## config.mk

```make
export PLATFORM = sky130hd
export DESIGN_NAME = dma_resume_ctl
export DESIGN_NICKNAME = d
export VERILOG_FILES = /design/src/rtl/dma_resume_ctl.sv
export SDC_FILE = /design/constraint.sdc
export NUM_CORES = 1
export LEC_CHECK = 0
export ABC_CLOCK_PERIOD_IN_PS = 1600
export BUFFER_PORTS_ARGS = -buffer_cell sky130_fd_sc_hd__buf_2
export CAP_MARGIN = 20
export CORE_MARGIN = 5
export CORE_UTILIZATION = 40
export DETAILED_ROUTE_END_ITERATION = 12
export GPL_TIMING_DRIVEN = 0
export SYNTH_ARGS = -nofsm -noshare
export SYNTH_HDL_FRONTEND = slang
export SYNTH_SLANG_ARGS = --single-unit
```

## constraint.sdc

```tcl
create_clock -name clk -period 1.6 [get_ports clk]
set_input_delay 0.16 -clock clk [delete_from_list [all_inputs] [get_ports clk]]
set_output_delay 0.16 -clock clk [all_outputs]
set_load 0.1 [all_outputs]
```

## src/rtl/dma_resume_ctl.sv

```systemverilog
module dma_resume_ctl #(
  parameter int CNT_W = 16
) (
  input  logic             clk,
  input  logic             rst_n,
  input  logic             wr_en,
  input  logic [1:0]       wr_addr,
  input  logic [CNT_W-1:0] wr_data,
  input  logic             beat_done,
  output logic             active,
  output logic [CNT_W-1:0] remaining,
  output logic             load_fresh
);

  localparam logic [1:0] A_CTRL  = 2'd0;
  localparam logic [1:0] A_COUNT = 2'd1;

  logic             en_q;
  logic             dirty;
  logic [CNT_W-1:0] prog_cnt;
  logic [CNT_W-1:0] left_q;
  logic             load_q;

  wire              wr_ctrl   = wr_en && (wr_addr == A_CTRL);
  wire              wr_cfg    = wr_en && (wr_addr != A_CTRL);
  wire              turn_on   = wr_ctrl && wr_data[0] && !en_q;
  wire              turn_off  = wr_ctrl && !wr_data[0];
  wire [CNT_W-1:0]  start_cnt = dirty ? prog_cnt : left_q;

  always_ff @(posedge clk) begin
    if (!rst_n) begin
      en_q     <= 1'b0;
      dirty    <= 1'b0;
      prog_cnt <= '0;
      left_q   <= '0;
      load_q   <= 1'b0;
    end else begin
      load_q <= turn_on && dirty;
      if (en_q) begin
        if (beat_done) begin
          left_q <= left_q - 1'b1;
          if (left_q == CNT_W'(1)) en_q <= 1'b0;
        end
        if (turn_off) en_q <= 1'b0;
      end else begin
        if (wr_cfg) dirty <= 1'b1;
        if (wr_en && wr_addr == A_COUNT) prog_cnt <= wr_data;
        if (turn_on) begin
          left_q <= start_cnt;
          en_q   <= (start_cnt != '0);
          dirty  <= 1'b0;
        end
      end
    end
  end

  assign active     = en_q;
  assign remaining  = left_q;
  assign load_fresh = load_q;

  AST_ACTIVE_NONZERO: assert property (@(posedge clk) disable iff (!rst_n)
    active |-> (remaining != '0));

  AST_BEAT_DECREMENT: assert property (@(posedge clk) disable iff (!rst_n)
    (active && beat_done) |=> (remaining == $past(remaining) - 1'b1));

  AST_IDLE_HOLD: assert property (@(posedge clk) disable iff (!rst_n)
    (!active && !(wr_ctrl && wr_data[0])) |=> $stable(remaining));

  AST_LOAD_ONE_CYCLE: assert property (@(posedge clk) disable iff (!rst_n)
    load_fresh |=> !load_fresh);

  AST_NO_LOAD_WHILE_ON: assert property (@(posedge clk) disable iff (!rst_n)
    active |=> !load_fresh);

endmodule

```

Word-level counts from Yosys, hierarchy flattened
Cells that the tools add are included.
{"block": "word_totals", "ramBits": 0, "elab_cells": 38, "latchBits": 0, "n_memories": 0, "out_inout_bits": 18, "regBits": 35, "rom_bits": 0}
{"block": "classes", "n_eq_ne": 3, "shift": 0, "n_addsub": 1, "reduce_logical": 17, "n_bitwise": 1, "div": 0, "n_lt_le_gt_ge": 0, "mul": 0, "mux": 11}
{"operator": "two-way mux 16 bit", "count": 4}
{"operator": "== test 16 x 1 -> 1 bit (second input constant)", "count": 1}
{"operator": "nonzero test 16 bit", "count": 1}
{"operator": "subtractor 16 x 1 -> 16 bit (second input constant)", "count": 1}
{"operator": "logical AND 1 bit", "count": 7}
{"operator": "two-way mux 1 bit", "count": 7}
{"operator": "AND reduction 2 bit", "count": 3}
{"operator": "nonzero test 2 bit", "count": 3}
{"operator": "== test 2 x 1 -> 1 bit (second input constant)", "count": 1}
{"operator": "logical NOT 1 bit", "count": 2}
{"operator": "logical NOT 2 bit", "count": 1}
{"operator": "inequality test 2 bit (second input constant)", "count": 1}
{"operator": "inverter 1 bit", "count": 1}

Logic depth before layout (Yosys ltp)
Gate-level depths: netlist of the first run.
{"block": "depth", "word_depth": 6, "ltp_mapped": 7, "ltp_nobuf": 5}

Worst setup path after synthesis of the first run
No wires, ideal clock.
{"block": "synth_path", "kind": "register to register", "start": "reg en_q (netlist: active)", "end": "reg left_q[1] (netlist: remaining[1])", "setup_ns": 0.119, "period_less_slack_ns": 2.166, "setup_slack_ns": -0.566, "required_time_ns": 1.481, "stages_incl_launch_ff": 6, "arrival_time_ns": 2.047, "path_cell_list": "dfxtp_1 -> buf_2 -> and3b_1 -> a21oi_2 -> nor2_1 -> o221a_2"}
{"block": "synth_via", "elab_chain_cells": 4, "word_cells_on_any_way": 6, "cone_classes": "eq/ne (1); mux (1); reduce/logical (4)"}
{"item": "start: declaration", "line_no": "18", "text": "logic en_q;"}
{"item": "start signal: assignment", "line_no": "50", "text": "en_q <= (start_cnt != '0);"}
{"item": "logical NOT 1 bit", "line_no": "26", "text": "wire turn_on = wr_ctrl && wr_data[0] && !en_q;"}
{"item": "logical AND 1 bit", "line_no": "26"}
{"item": "nonzero test 2 bit (no line)"}
{"item": "AND reduction 2 bit (no line)"}
{"item": "end signal: assignment", "line_no": "41", "text": "left_q <= left_q - 1'b1;"}
{"item": "end signal: assignment", "line_no": "49", "text": "left_q <= start_cnt;"}
{"item": "end: declaration", "line_no": "21", "text": "logic [CNT_W-1:0] left_q;"}
Parallel ways exist; a longest one is shown, timed or not.
A chain may end at the register's enable or synchronous reset.

Worst setup path in the final report of the first run
{"block": "layout_path", "start": "reg dirty", "end": "reg en_q (netlist: active)"}
{"block": "layout_via", "elab_chain_cells": 4}
{"item": "start: declaration", "line_no": "19", "text": "logic dirty;"}
{"item": "start signal: assignment", "line_no": "33", "text": "dirty <= 1'b0;"}
{"item": "start signal: assignment", "line_no": "46", "text": "if (wr_cfg) dirty <= 1'b1;"}
{"item": "start signal: assignment", "line_no": "51", "text": "dirty <= 1'b0;"}
{"item": "two-way mux 16 bit", "line_no": "28", "text": "wire [CNT_W-1:0] start_cnt = dirty ? prog_cnt : left_q;"}
{"item": "nonzero test 16 bit", "line_no": "50"}
{"item": "two-way mux 1 bit", "line_no": "48", "text": "if (turn_on) begin"}
{"item": "two-way mux 1 bit", "line_no": "39", "text": "if (en_q) begin"}
No other way between the ends.

==> results of run 1 <==
kinds of logic (layout without fill, tap and decap cells):
logic type	Yosys count	in the layout	share of synthesized area, %
muxes	10	10	5.16
adders and majority gates	2	2	1.27
DFF	35	35	35.6
and+or+nand+nor	115	115	29.9
AOI/OAI and AO/OA	67	67	22.9
buffers and inverters	23	70	5.22
power groups by stage:
stage / logic (mW) / clock network [mW] / registers (mW)
4_1_cts: 0.401 / 0.787 / 0.921
3_3_place_gp: 0.392 / 0 / 0.940
3_5_place_dp: 0.392 / 0 / 0.941
2_1_floorplan: 0.222 / 0 / 1.00
5_1_grt: 0.454 / 0.824 / 0.927
6_report: 0.425 / 0.779 / 0.924
worst reg2reg max path, stage by stage (launching register included):
cell and delay, ns:
dfxtp_2 0.32, buf_6 0.13, or2_1 0.23, or4_4 0.43, a221oi_2 0.29, o31ai_1 0.12
final cells by class:
class	count	area, sq um	area share, %
clock buffer	7	108	4.37
inverter	8	30.0	1.22
timing repair buffer	42	215	8.74
multi-input combinational	194	1210	49.0
sequential	35	736	29.9
tap	67	83.8	3.40
buffer	12	78.8	3.20
clock inverter	1	5.00	0.203
repair_timing:
item	4_1_cts	5_1_grt
pin swaps	0	5
endpoints found under the hold margin	0	0
gates cloned	0	1
setup endpoints to repair	6	22
gates resized for setup	3	14
buffers inserted	1	1
registers in the layout, summed over array words and instances (netlist names):
name / flops
prog_cnt: 16
load_fresh: 1
dirty: 1
remaining: 16
active: 1
through the flow:
| stage | cells | util, % | setup slack, ns | power, mW | setup TNS (ns) |
|---|---|---|---|---|---|
| 2_1_floorplan | 252 | - | 0.00474 | 1.22 | 0 |
| 3_3_place_gp | 358 | 48.2 | -0.0600 | 1.33 | -0.0831 |
| 3_5_place_dp | 358 | 48.2 | -0.0133 | 1.33 | -0.0270 |
| 4_1_cts | 366 | 50.9 | 0.0128 | 2.11 | 0 |
| 5_1_grt | 366 | 51.8 | -0.0410 | 2.20 | -0.0712 |
| 6_report | 366 | 51.8 | -0.0262 | 2.13 | -0.0262 |
synth_stat cells (all sizes together), types with 6 or more instances:
| master | n | area, sq um |
|---|---|---|
| a21oi | 26 | 134 |
| buf | 6 | 38.8 |
| clkbuf | 9 | 33.8 |
| dfxtp | 35 | 701 |
| inv | 8 | 30.0 |
| mux2i | 9 | 90.1 |
| nand2 | 44 | 165 |
| nand3 | 7 | 35.0 |
| nand4 | 8 | 50.1 |
| nor2 | 21 | 78.8 |
| o21ai | 9 | 45.0 |
worst max-delay path by stage:
stage / cells after the start / from / slack (ns) / end
after CTS: 5 / dirty / 0.01 / active
after floorplan: 6 / active / 0.005 / remaining[6]
after detailed placement: 5 / remaining[2] / -0.01 / remaining[15]
after global placement: 6 / remaining[1] / -0.06 / remaining[6]
after global routing: 5 / dirty / -0.04 / active
final: 5 / dirty / -0.03 / active
per-layer routing:
| layer | track usage (%) | vias to the layer above |
|---|---|---|
| met5 | 0 | - |
| met4 | 6.25 | 0 |
| met3 | 3.36 | 17 |
| met2 | 29.9 | 103 |
| met1 | 29.0 | 991 |
| li1 | - | 1015 |
==> reports/qor.csv, run 1 <==
metric,value,unit
status,"finished, violations left",
failing checks,negative setup slack,
min-delay src,wr_data[14],
dpl cell area,2290,sq um
hold path cells,3,
Max Cap Viol,0,
Detailed Place HPWL,4.47,mm
drt wl/cell,17.0,um
top routing layer in use,met4,
Fmax,0.615,GHz
Clock Skew,0.0107,ns
root buffer selected by CTS,clkbuf_8,
fin crit period,1.63,ns
sequential share of power,43.4,%
max-slew violation count,0,
critical path data required time,1.78,ns
largest net degree at the start of global routing,12,
"Slowest-stage cell, CP",or4_4,
CP top delay family,simple AND/OR/NAND/NOR gates,
Mapped Cells,252,
"commonest non-fill, non-tap cell in the layout",nand2_1,
Overflow after GRT,0,
post-synth cell types,56,
IO Pins,40,
ANT cells,0,
full die area,6420,sq um
Post-DRT Antenna Nets,0,
Area Overhead vs Synth,25.3,%
Die Wd,80.1,um
Final Cell Area,2460,sq um
Die Ht,80.1,um
initial antenna violation count,0,
period utilization,102,%
1st-iter DRT viols,318,
asr flop ratio synth,0,%
startpoint types,register,
Initial Util,41.3,%
Row Count,25,
met2 wire len,2.72,mm
crit-path cells,buf_6 -> or2_1 -> or4_4 -> a221oi_2 -> o31ai_1,
Syn Std Cell Area,1970,sq um
Net Sw Frac,30.1,%
"Reg clk slew, reported paths",0.08,ns
drt pass-1 iters,5,
measured slew at the worst slew-check pin,0.556,ns
"Avg Cell Area, Syn",7.80,sq um
# port buffers,39,
worst hold slack,0.103,ns
register area share after synthesis,35.6,%
R2R Setup Slk,-0.03,ns
first-pass GRT wire length,10.0,mm
vias,2126,
routability cong.,0.908,
worst skew pair latency,0.30,ns
largest fanout on the critical path,8,
Layout Nets,322,
"flops & latches, synth",35,
"commonest cells after routing, fill and taps aside","nand2_1, buf_2, a21oi_1",
worst min-delay path class,in2reg,
RSZ-0062 raised after global routing,yes,
core area,4750,sq um
"EDFF count, synth",0,
fillers,499,
P_sw,0.640,mW
Post-CTS Hold Buffers,0,
drt drc,0,
Reg2Reg Launch Point,dirty,
vias in the first global route,1906,
critical path type,reg2reg,
Synthesis Warnings,0,
Slew Limit Headroom,63.0,%
leakage,0.994,nW
reg2reg path depth,5,
Most used DFF post-synth,dfxtp_1,
delay of the slowest critical-path stage,0.43,ns
proportion of power drawn by the clock network,36.6,%
GRT Overall Usage,20.0,%
Power Dens Cells,863,nW/um^2
crit path buf inv count,1,
CTS tree,yes,
worst r2r dst,active,
Fin. Hold Viols,0,
fraction of layout cells with a size suffix above 1,30.8,%
slack of the critical path,-0.0262,ns
DRT Wirelength,6.22,mm
vias per cell,5.81,
Syn Nets,276,
wl on met1,3.01,mm
Pint,1.49,mW
CTS Buffer Depth,2,
CP arrival,1.80,ns
CTS H-tree depth,2,
Hold Path End,prog_cnt[14],
Final setup viols,1,
Setup crit end kind,register,
# clock sinks,35,
number of CTS-inserted buffers,5,
met3 WL,366,um
Comb pwr share,20.0,%
peak supply drop,0.463,mV
Power figures use the tool's default switching activity.
==> inputs of run 2 (changes only) <==
CELL_PAD_IN_SITES_DETAIL_PLACEMENT = 0   (was unset)
CELL_PAD_IN_SITES_GLOBAL_PLACEMENT = 1   (was unset)
CORE_UTILIZATION = 39   (was 40)
PLACE_DENSITY_LB_ADDON = 0.1   (was unset)
==> run 2 against run 1 <==
The run now ends clean. Register-to-register slack better by 0.05 ns. Count of clock-buffer cells in the layout is 1 higher. Sequential power hardly changed. Global-route usage is 0.13 points higher. Clock skew is 0.0068 ns lower. Cell count is 0.27% lower. Utilization is 0.57 points lower. Critical path type unchanged. Largest cell class unchanged. Largest power group unchanged.
==> reports/qor.csv, run 2 (synthesis results as in run 1) <==
metric,value,unit,change
vias per cell,5.75,,-1.1%
max-slew violation count,0,,unchanged
Post-CTS Hold Buffers,0,,unchanged
peak supply drop,0.451,mV,-2.6%
crit-path cells,buf_6 -> or2_1 -> or4_4 -> a221oi_2 -> o31ai_2,,
dpl cells,358,,unchanged
"commonest non-fill, non-tap cell in the layout",nand2_1,,
Initial Util,40.8,%,-0.54 points
TNS Setup,0,ns,+0.0262 ns
slack of the critical path,0.0196,ns,+0.0458 ns
worst hold slack,0.0909,ns,-0.0119 ns
1st-iter DRT viols,198,,-38%
root buffer selected by CTS,clkbuf_8,,
largest net degree at the start of global routing,12,,unchanged
Setup crit end kind,register,,
# clock sinks,35,,unchanged
first-pass GRT wire length,9.98,mm,-0.48%
drt drc,0,,unchanged
period utilization,98.8,%,-2.9 points
"Slowest-stage cell, CP",or4_4,,
Overflow after GRT,0,,unchanged
fraction of layout cells with a size suffix above 1,30.2,%,-0.57 points
startpoint types,register,,
# port buffers,39,,unchanged
measured slew at the worst slew-check pin,0.576,ns,+0.0200 ns
largest fanout on the critical path,8,,unchanged
Area Overhead vs Synth,25.6,%,
Layout Nets,321,,-0.31%
fin crit period,1.58,ns,-0.0458 ns
full die area,6560,sq um,+2.2%
Fmax,0.633,GHz,+2.9%
worst min-delay path class,in2reg,,
Placement Setup Slack,-0.0301,ns,-0.0167 ns
ANT cells,0,,unchanged
number of CTS-inserted buffers,5,,unchanged
Slew Limit Headroom,61.6,%,-1.3 points
CTS Buffer Depth,2,,unchanged
CTS H-tree depth,2,,unchanged
vias in the first global route,1927,,+1.1%
routability cong.,0.953,,+5.0%
drt wl/cell,17.1,um,+0.55%
Clock Skew,0.00387,ns,-0.00684 ns
CP arrival,1.75,ns,-0.05 ns
GRT Overall Usage,20.1,%,+0.13 points
Non-Filler Instances,365,,-0.27%
Power Dens Cells,886,nW/um^2,+2.6%
initial antenna violation count,0,,unchanged
"commonest cells after routing, fill and taps aside","nand2_1, buf_2, a21oi_1",,
Max Cap Viol,0,,unchanged
core area,4820,sq um,+1.3%
"Reg clk slew, reported paths",0.08,ns,about the same
Final setup viols,0,,-1
CTS tree,yes,,
DRT Wirelength,6.24,mm,+0.27%
Fin. Hold Viols,0,,unchanged
delay of the slowest critical-path stage,0.43,ns,about the same
IO Pins,40,,unchanged
RSZ-0062 raised after global routing,yes,,
vias,2097,,-1.4%
critical path data required time,1.77,ns,about the same
Row Count,25,,unchanged
drt pass-1 iters,5,,unchanged
Die Ht,81.0,um,+1.1%
worst skew pair latency,0.29,ns,about the same
status,completed,,
Die Wd,81.0,um,+1.1%
critical path type,reg2reg,,
leakage,0.992,nW,-0.15%
Post-DRT Antenna Nets,0,,unchanged
Detailed Place HPWL,4.53,mm,+1.2%
## run 2: path summary, 6_finish.rpt
kind | start | to | slack (ns) | cells past startpoint
min | wr_data[11] | prog_cnt[11] | 0.09 | 3
min reg2reg | prog_cnt[10] | prog_cnt[10] | 0.46 | 2
max reg2reg | dirty | active | 0.02 | 5
max | dirty | active | 0.02 | 5
## run 2: worst max-delay path: cells and delay by family, from the launching register on
kind            cells  cell delay (ns)
simple gates        2             0.65
compound gates      2             0.37
buf+inv             1             0.13
flops               1             0.31
## run 2: per-stage QoR
stage | instance area [sq um] | total power [mW] | util, %
2_1_floorplan | 2010 | 1.22 | -
3_3_place_gp | 2290 | 1.34 | 47.6
3_5_place_dp | 2290 | 1.33 | 47.6
4_1_cts | 2420 | 2.18 | 50.3
5_1_grt | 2470 | 2.27 | 51.2
6_report | 2470 | 2.19 | 51.2
## run 2: cell type report
type / instances / area (sq um)
Fill cell: 508 / 2350
Multi-Input combinational cell: 194 / 1210
Sequential cell: 35 / 734
Timing Repair Buffer: 41 / 208
Clock buffer: 8 / 123
Tap cell: 67 / 83.8
Buffer: 12 / 76.3
Inverter: 8 / 30.0
## run 2: per-layer routing
layer / wire length (um) / GRT usage [%] / vias up
met1: 3010 / 28.3 / 977
met2: 2690 / 29.7 / 94
met5: 0 / 0 / -
met3: 422 / 4.32 / 12
met4: 112 / 8.11 / 0
li1: - / - / 1014
## run 2: what timing repair did
action / 4_1_cts / 5_1_grt
resized for setup: 2 / 14
endpoints found under the setup margin: 7 / 18
pin swaps: 0 / 6
gates cloned: 0 / 1
setup buffers: 1 / 0
## run 2: report_power, final
part	leakage (nW)	internal (mW)	switching, mW
Sequential	0.293	0.890	0.0324
Clock	0.0618	0.497	0.348
Combinational	0.638	0.149	0.270
Total	0.992	1.54	0.650
